`src/rtl/cpc_pkg.sv`:
```
package cpc_pkg;

    typedef enum logic [2:0] {
        CLS_NONE    = 3'd0,
        CLS_DIAL    = 3'd1,
        CLS_BUSY    = 3'd2,
        CLS_REORDER = 3'd3,
        CLS_RING    = 3'd4,
        CLS_UNKNOWN = 3'd7
    } cls_t;

    typedef enum logic [1:0] {
        ST_IDLE = 2'd0,
        ST_ON   = 2'd1,
        ST_OFF  = 2'd2
    } st_t;

endpackage

```
`src/rtl/cpc_sync_edge.sv`:
```
module cpc_sync_edge #(
    parameter int SYNC_STAGES = 2
) (
    input  logic clk,
    input  logic rst,
    input  logic async_in,
    output logic level,
    output logic rise,
    output logic fall
);

    logic [SYNC_STAGES-1:0] chain;
    logic                   last_q;

    generate
        for (genvar i = 0; i < SYNC_STAGES; i++) begin : g_stage
            if (i == 0) begin : g_first
                always_ff @(posedge clk) begin
                    if (rst) chain[0] <= 1'b0;
                    else     chain[0] <= async_in;
                end
            end else begin : g_next
                always_ff @(posedge clk) begin
                    if (rst) chain[i] <= 1'b0;
                    else     chain[i] <= chain[i-1];
                end
            end
        end
    endgenerate

    always_ff @(posedge clk) begin
        if (rst) last_q <= 1'b0;
        else     last_q <= chain[SYNC_STAGES-1];
    end

    assign level = chain[SYNC_STAGES-1];
    assign rise  = level & ~last_q;
    assign fall  = ~level & last_q;

endmodule

```
`src/rtl/cpc_tick_gen.sv`:
```
module cpc_tick_gen #(
    parameter int CLK_HZ  = 4194304,
    parameter int TICK_HZ = 1000
) (
    input  logic clk,
    input  logic rst,
    output logic tick
);

    localparam int ACC_W = $clog2(CLK_HZ + TICK_HZ + 1);

    logic [ACC_W-1:0] acc_q;
    logic [ACC_W-1:0] sum;

    assign sum  = acc_q + ACC_W'(TICK_HZ);
    assign tick = (sum >= ACC_W'(CLK_HZ));

    always_ff @(posedge clk) begin
        if (rst)       acc_q <= '0;
        else if (tick) acc_q <= sum - ACC_W'(CLK_HZ);
        else           acc_q <= sum;
    end

endmodule

```
`src/rtl/cpc_window.sv`:
```
module cpc_window
    import cpc_pkg::*;
#(
    parameter int W           = 13,
    parameter int BUSY_MS     = 500,
    parameter int REORDER_MS  = 250,
    parameter int RING_ON_MS  = 2000,
    parameter int RING_OFF_MS = 4000
) (
    input  logic [W-1:0] dur,
    input  logic         gap_phase,
    output cls_t         cat
);

    localparam int BUSY_LO   = BUSY_MS * 4 / 5;
    localparam int BUSY_HI   = BUSY_MS * 6 / 5;
    localparam int REORD_LO  = REORDER_MS * 4 / 5;
    localparam int REORD_HI  = REORDER_MS * 6 / 5;
    localparam int RON_LO    = RING_ON_MS * 4 / 5;
    localparam int RON_HI    = RING_ON_MS * 6 / 5;
    localparam int ROFF_LO   = RING_OFF_MS * 4 / 5;
    localparam int ROFF_HI   = RING_OFF_MS * 6 / 5;

    logic [31:0] d;
    logic        in_busy, in_reord, in_ring;

    assign d        = 32'(dur);
    assign in_busy  = (d >= 32'(BUSY_LO))  && (d <= 32'(BUSY_HI));
    assign in_reord = (d >= 32'(REORD_LO)) && (d <= 32'(REORD_HI));
    assign in_ring  = gap_phase ? ((d >= 32'(ROFF_LO)) && (d <= 32'(ROFF_HI)))
                                : ((d >= 32'(RON_LO))  && (d <= 32'(RON_HI)));

    always_comb begin
        if (in_busy)       cat = CLS_BUSY;
        else if (in_reord) cat = CLS_REORDER;
        else if (in_ring)  cat = CLS_RING;
        else               cat = CLS_NONE;
    end

endmodule

```
`src/rtl/cpc_cadence_classifier.sv`:
```
module cpc_cadence_classifier
    import cpc_pkg::*;
#(
    parameter int CLK_HZ      = 4194304,
    parameter int TICK_HZ     = 1000,
    parameter int BUSY_MS     = 500,
    parameter int REORDER_MS  = 250,
    parameter int RING_ON_MS  = 2000,
    parameter int RING_OFF_MS = 4000,
    parameter int DIAL_MS     = 3000,
    parameter int MATCH_NEED  = 2
) (
    input  logic       clk,
    input  logic       rst,
    input  logic       env_in,
    input  logic       dtmf_steer,
    output logic [2:0] class_code,
    output logic       class_valid
);

    localparam int SILENCE_MS = RING_OFF_MS * 6 / 5 + 1;
    localparam int RUN_MAX    = (SILENCE_MS > DIAL_MS) ? SILENCE_MS : DIAL_MS;
    localparam int RUN_W      = $clog2(RUN_MAX + 1);
    localparam int CNT_W      = $clog2(MATCH_NEED + 1);

    logic             env_lvl, env_rise, env_fall;
    logic             tick;
    logic [RUN_W-1:0] run_q;
    cls_t             cat_now;

    st_t              state_q, state_n;
    cls_t             oncat_q, oncat_n;
    cls_t             last_q, last_n;
    logic [CNT_W-1:0] cnt_q, cnt_n;
    cls_t             cls_q, cls_n;
    logic             valid_q;

    cpc_sync_edge #(.SYNC_STAGES(2)) u_sync (
        .clk      (clk),
        .rst      (rst),
        .async_in (env_in),
        .level    (env_lvl),
        .rise     (env_rise),
        .fall     (env_fall)
    );

    cpc_tick_gen #(.CLK_HZ(CLK_HZ), .TICK_HZ(TICK_HZ)) u_tick (
        .clk  (clk),
        .rst  (rst),
        .tick (tick)
    );

    cpc_window #(
        .W           (RUN_W),
        .BUSY_MS     (BUSY_MS),
        .REORDER_MS  (REORDER_MS),
        .RING_ON_MS  (RING_ON_MS),
        .RING_OFF_MS (RING_OFF_MS)
    ) u_win (
        .dur       (run_q),
        .gap_phase (state_q == ST_OFF),
        .cat       (cat_now)
    );

    // interval timer in ticks, restarted at each synchronised edge
    always_ff @(posedge clk) begin
        if (rst)                                    run_q <= '0;
        else if (env_rise || env_fall)              run_q <= '0;
        else if (tick && run_q != RUN_W'(RUN_MAX))  run_q <= run_q + 1'b1;
    end

    always_comb begin
        state_n = state_q;
        oncat_n = oncat_q;
        last_n  = last_q;
        cnt_n   = cnt_q;
        cls_n   = cls_q;
        if (dtmf_steer) begin
            state_n = ST_IDLE;
            cnt_n   = '0;
            last_n  = CLS_NONE;
        end else begin
            unique case (state_q)
                ST_IDLE: begin
                    if (env_rise) state_n = ST_ON;
                end
                ST_ON: begin
                    if (env_fall) begin
                        if (run_q >= RUN_W'(DIAL_MS)) begin
                            state_n = ST_IDLE;
                            cls_n   = CLS_NONE;
                            cnt_n   = '0;
                            last_n  = CLS_NONE;
                        end else begin
                            state_n = ST_OFF;
                            oncat_n = cat_now;
                            if (cat_now == CLS_NONE) begin
                                cls_n  = CLS_UNKNOWN;
                                cnt_n  = '0;
                                last_n = CLS_NONE;
                            end
                        end
                    end else if (run_q >= RUN_W'(DIAL_MS)) begin
                        cls_n = CLS_DIAL;
                    end
                end
                ST_OFF: begin
                    if (env_rise) begin
                        state_n = ST_ON;
                        if (oncat_q != CLS_NONE && cat_now == oncat_q) begin
                            if (oncat_q == last_q) begin
                                if (cnt_q != CNT_W'(MATCH_NEED)) cnt_n = cnt_q + 1'b1;
                            end else begin
                                last_n = oncat_q;
                                cnt_n  = CNT_W'(1);
                            end
                            if (cnt_n == CNT_W'(MATCH_NEED)) cls_n = oncat_q;
                        end else begin
                            cls_n  = CLS_UNKNOWN;
                            cnt_n  = '0;
                            last_n = CLS_NONE;
                        end
                    end else if (run_q >= RUN_W'(SILENCE_MS)) begin
                        state_n = ST_IDLE;
                        cls_n   = CLS_NONE;
                        cnt_n   = '0;
                        last_n  = CLS_NONE;
                    end
                end
                default: state_n = ST_IDLE;
            endcase
        end
    end

    // state register
    always_ff @(posedge clk) begin
        if (rst) begin
            state_q <= ST_IDLE;
            oncat_q <= CLS_NONE;
            last_q  <= CLS_NONE;
            cnt_q   <= '0;
        end else begin
            state_q <= state_n;
            oncat_q <= oncat_n;
            last_q  <= last_n;
            cnt_q   <= cnt_n;
        end
    end

    // outputs
    always_ff @(posedge clk) begin
        if (rst) begin
            cls_q   <= CLS_NONE;
            valid_q <= 1'b0;
        end else begin
            cls_q   <= cls_n;
            valid_q <= (cls_n != cls_q);
        end
    end

    assign class_code  = cls_q;
    assign class_valid = valid_q;

endmodule

```
`config.mk`:
```
export PLATFORM = sky130hd
export DESIGN_NAME = cpc_cadence_classifier
export DESIGN_NICKNAME = d
export VERILOG_FILES = /design/src/rtl/cpc_pkg.sv /design/src/rtl/cpc_sync_edge.sv /design/src/rtl/cpc_tick_gen.sv /design/src/rtl/cpc_window.sv /design/src/rtl/cpc_cadence_classifier.sv
export SDC_FILE = /design/constraint.sdc
export NUM_CORES = 1
export LEC_CHECK = 0
export BUFFER_PORTS_ARGS = -buffer_cell sky130_fd_sc_hd__buf_2
export CORE_UTILIZATION = 25
export CTS_BUF_LIST = sky130_fd_sc_hd__clkbuf_2 sky130_fd_sc_hd__clkbuf_4 sky130_fd_sc_hd__clkbuf_8
export DETAILED_ROUTE_END_ITERATION = 10
export GPL_TIMING_DRIVEN = 0
export SLEW_MARGIN = 20
export SYNTH_ARGS = -nofsm -noshare
export SYNTH_HDL_FRONTEND = slang
export SYNTH_SLANG_ARGS = --single-unit
```
`constraint.sdc`:
```
create_clock -name clk -period 2.9 [get_ports clk]
set_input_delay 0.58 -clock clk [delete_from_list [all_inputs] [get_ports clk]]
set_output_delay 0.58 -clock clk [all_outputs]
set_load 0.05 [all_outputs]
```
==> results.sh <==
export IMPL_stdcell_count=492
export IMPL_regArea_sq_mm=0.001001
export IMPL_met3_length_um=204
export IMPL_maxSlewHeadroom=0.4993
export IMPL_antenna_found_initial=0
export IMPL_worstPathArrival_ps=2920
export IMPL_synthTopCellsByArea="dfxtp_1, nor2_1, xor2_1, ha_1, xnor2_1"
export IMPL_yosys_warnings=0
export IMPL_async_flop_share=0
export IMPL_postRouteAntennaNets=0
export IMPL_drive_gt1_frac=0.1307
export IMPL_critPathMaxStageDelay_ps=380
export IMPL_dr_pass1_iters=4
export IMPL_cp_depth=12
export IMPL_r2r_worst_path_cells=12
export IMPL_root_buffer="clkbuf_8"
export IMPL_syn_area_per_cell_sq_um=8.495
export IMPL_crit_type="register to register"
export IMPL_diodes=0
export IMPL_ioPinCount=8
export IMPL_cellPowerDensity_mw_per_mm2=432.0
export IMPL_syn_inst=337
export IMPL_htreeDepth=2
export IMPL_whs_path_depth=1
export IMPL_p_leak_nw=1.137
export IMPL_comb_power_share=0.124
export IMPL_cts_buffer_depth=2
export IMPL_cp_cell_sequence="clkbuf_1 -> inv_1 -> ha_1 -> nand2b_1 -> nand3_1 -> a22oi_2 -> a31oi_1 -> or3b_1 -> buf_2 -> nor3_4 -> a32oi_1 -> nor2_1"
export IMPL_numCtsBuffers=5
export IMPL_initial_core_util=0.2607
export IMPL_clock_skew_ps=11.15
export IMPL_crit_buf_inv=3
export IMPL_status="finished clean"
export IMPL_wl_met2_um=2675
export IMPL_setup_tns_ps=0
export IMPL_post_route_period_util=0.9167
export IMPL_cp_slowest_cell="or3b_1"
export IMPL_nNetsFinal=366
export IMPL_via_count=2370
export IMPL_grt_util_all_layers=0.1027
export IMPL_cts_tree="yes"
export IMPL_timing_rr_start="run_q[0]"
export IMPL_clkLatencyLatePin_ps=310
export IMPL_core_sq_mm=0.01098
export IMPL_drtIter0Drc=177
export IMPL_top_layer="met4"
export IMPL_synth_area_sq_mm=0.002863
export IMPL_multiInputGateArea_sq_mm=0.001673
export IMPL_finalSetupViolCount=0
export IMPL_internal_power_mw=0.9778
export IMPL_die_y_um=109.0
export IMPL_clk_pin_slew_ps=100
export IMPL_routedWlPerCell_um=11.66
export IMPL_area_delta_synth_final_pct=10.66
export IMPL_grt_pass1_vias=2196
export IMPL_synth_nets=352
export IMPL_grt_pass1_wl_um=9894
export IMPL_r2r_slack_ps=240
export IMPL_wl_met1_um=2744
export IMPL_ir_drop_mv=0.4141
export IMPL_overflow=0
export IMPL_fin_crit_ps=2658
export IMPL_die_area_sq_mm=0.01188
export IMPL_synth_main_ff_cell="dfxtp_1"
export IMPL_finalHoldViolCount=0
export IMPL_worstSetupStartpoint="run_q[0]"
export IMPL_path_delay_family="simple AND/OR/NAND/NOR gates"
export IMPL_place_area_sq_mm=0.003073
export IMPL_seq_power_share=0.560
export IMPL_crit_path_start_kind="register"
export IMPL_avgViaCountPerCell=4.817
export IMPL_portBuffers=7
export IMPL_crit_path_end_kind="register"
export IMPL_drc=0
export IMPL_maxSlewViolCount=0
export IMPL_p_sw_mw=0.3908
export IMPL_hpwl_um=4198
export IMPL_post_cts_resized=0
export IMPL_sw_frac_of_total=0.2856
export IMPL_grt_max_degree=19
export IMPL_crit_path_end="cnt_q[1]"
export IMPL_post_cts_setup_buffers=0
export IMPL_ys_seq_area_frac=0.3497
export IMPL_synth_top_area_frac=0.3497
export IMPL_clkPwrFrac=0.315
export IMPL_std_cell_rows=38
export IMPL_synth_edf_count=0
export IMPL_drt_total_wl_um=5735
export IMPL_grt_setup_unrepaired="false"
export IMPL_ctsHoldBuffers=0
export IMPL_dpl_cell_count=484
export IMPL_drv_cap=0
export IMPL_r2r_end="cnt_q[1]"
export IMPL_fmax_mhz=376.2
export IMPL_worst_slew_pin_transition_ps=744.2
export IMPL_gp_congestion=0.8736
export IMPL_synth_seq_cells=50
export IMPL_required_ps=3160
export IMPL_design_area_sq_mm=0.003168
export IMPL_synth_cell_types=63
export IMPL_synth_top_area_cell="dfxtp_1"
export IMPL_critPathMaxFanout=7
export IMPL_die_w_um=109.0
export IMPL_final_core_util=0.2884
export IMPL_holdCritPathClass="register to register"
export IMPL_nFillCells=1149
export IMPL_cts_sinks=50
-- worst min path at each step --
stage,startpoint,endpoint
2_1_floorplan,u_sync.chain[0],u_sync.level
3_3_place_gp,u_sync.chain[0],u_sync.level
3_5_place_dp,u_sync.chain[0],u_sync.level
4_1_cts,u_sync.chain[0],u_sync.level
5_1_grt,u_sync.chain[0],u_sync.level
6_report,u_sync.chain[0],u_sync.level
-- per-layer routing --
metal | global-route usage | vias up
li1 | - | 1209
met5 | 0 | -
met2 | 0.1707 | 36
met1 | 0.1295 | 1113
met3 | 0.01973 | 12
met4 | 0.04151 | 0
-- logic make-up (layout without fill, tap and decap cells) --
logic type	count (synthesis)	count (layout)	synth area share
other	1	1	0.001310
DFF	50	50	0.3497
xor gates and xnor gates	29	29	0.08872
and+or+nand+nor	147	147	0.2797
muxes	4	4	0.01399
AOI/OAI and AO/OA	61	61	0.1525
buffers and inverters	34	49	0.06599
adders and majority gates	11	11	0.04808
-- synth_stat cells (3+ instances only) --
master and count:
ha_1 11, inv_1 15, mux2i_1 4, clkbuf_1 6, a31oi_1 4, nor2_1 52, nor4_1 4, a22oi_1 4
nand2_1 23, xor2_1 18, buf_2 4, nand2b_1 4, buf_6 6, a21oi_1 17, nand3_1 13, nor2b_1 4
nor3_1 10, nand4_1 8, xnor2_1 11, or3_1 3, o31ai_1 4, dfxtp_1 50, o21ai_0 11
-- power groups by stage --
stage	Clock (mW)	Combinational (mW)	Sequential, mW
floorplan	0	0.136	0.777
global placement	0	0.167	0.780
detailed placement	0	0.170	0.784
CTS	0.454	0.172	0.768
global route	0.473	0.195	0.773
finish	0.431	0.170	0.767
-- area by class of cell --
class                           instances  area share
Multi-Input combinational cell        253      0.5280
Clock inverter                          3    0.008294
Clock buffer                            5     0.02172
Timing Repair Buffer                    7     0.01106
Buffer                                 19     0.04186
Sequential cell                        50      0.3160
Inverter                               15     0.01777
Tap cell                              140     0.05529
-- per-stage QoR --
step	hold WS (ps)	setup WS, ps	power [mW]
after floorplan	413.8	568.9	0.9131
after global placement	422.9	272.2	0.9472
after detailed placement	431.3	270.0	0.9531
after CTS	456.8	248.8	1.393
after global routing	462.6	17.35	1.441
final	453.1	241.6	1.369
-- registers in the layout, indices dropped and copies added, names as in the netlist --
signal         count
state_q            2
cnt_q              2
u_tick.acc_q      20
u_sync.level       1
last_q             3
class_code         3
class_valid        1
oncat_q            3
u_sync.chain       1
run_q             13
u_sync.last_q      1
-- cells in the final DEF (no fill, tap or decap), types with 5 or more instances in the layout --
cell type   n
nor2_1     52
dfxtp_1    50
nand2_1    23
xor2_1     18
a21oi_1    17
inv_1      15
nand3_1    13
buf_2      11
xnor2_1    11
o21ai_0    11
ha_1       11
nor3_1     10
nand4_1     8
clkbuf_1    6
buf_6       6
clkbuf_8    5
No activity file was read; power rests on OpenSTA's default activity.
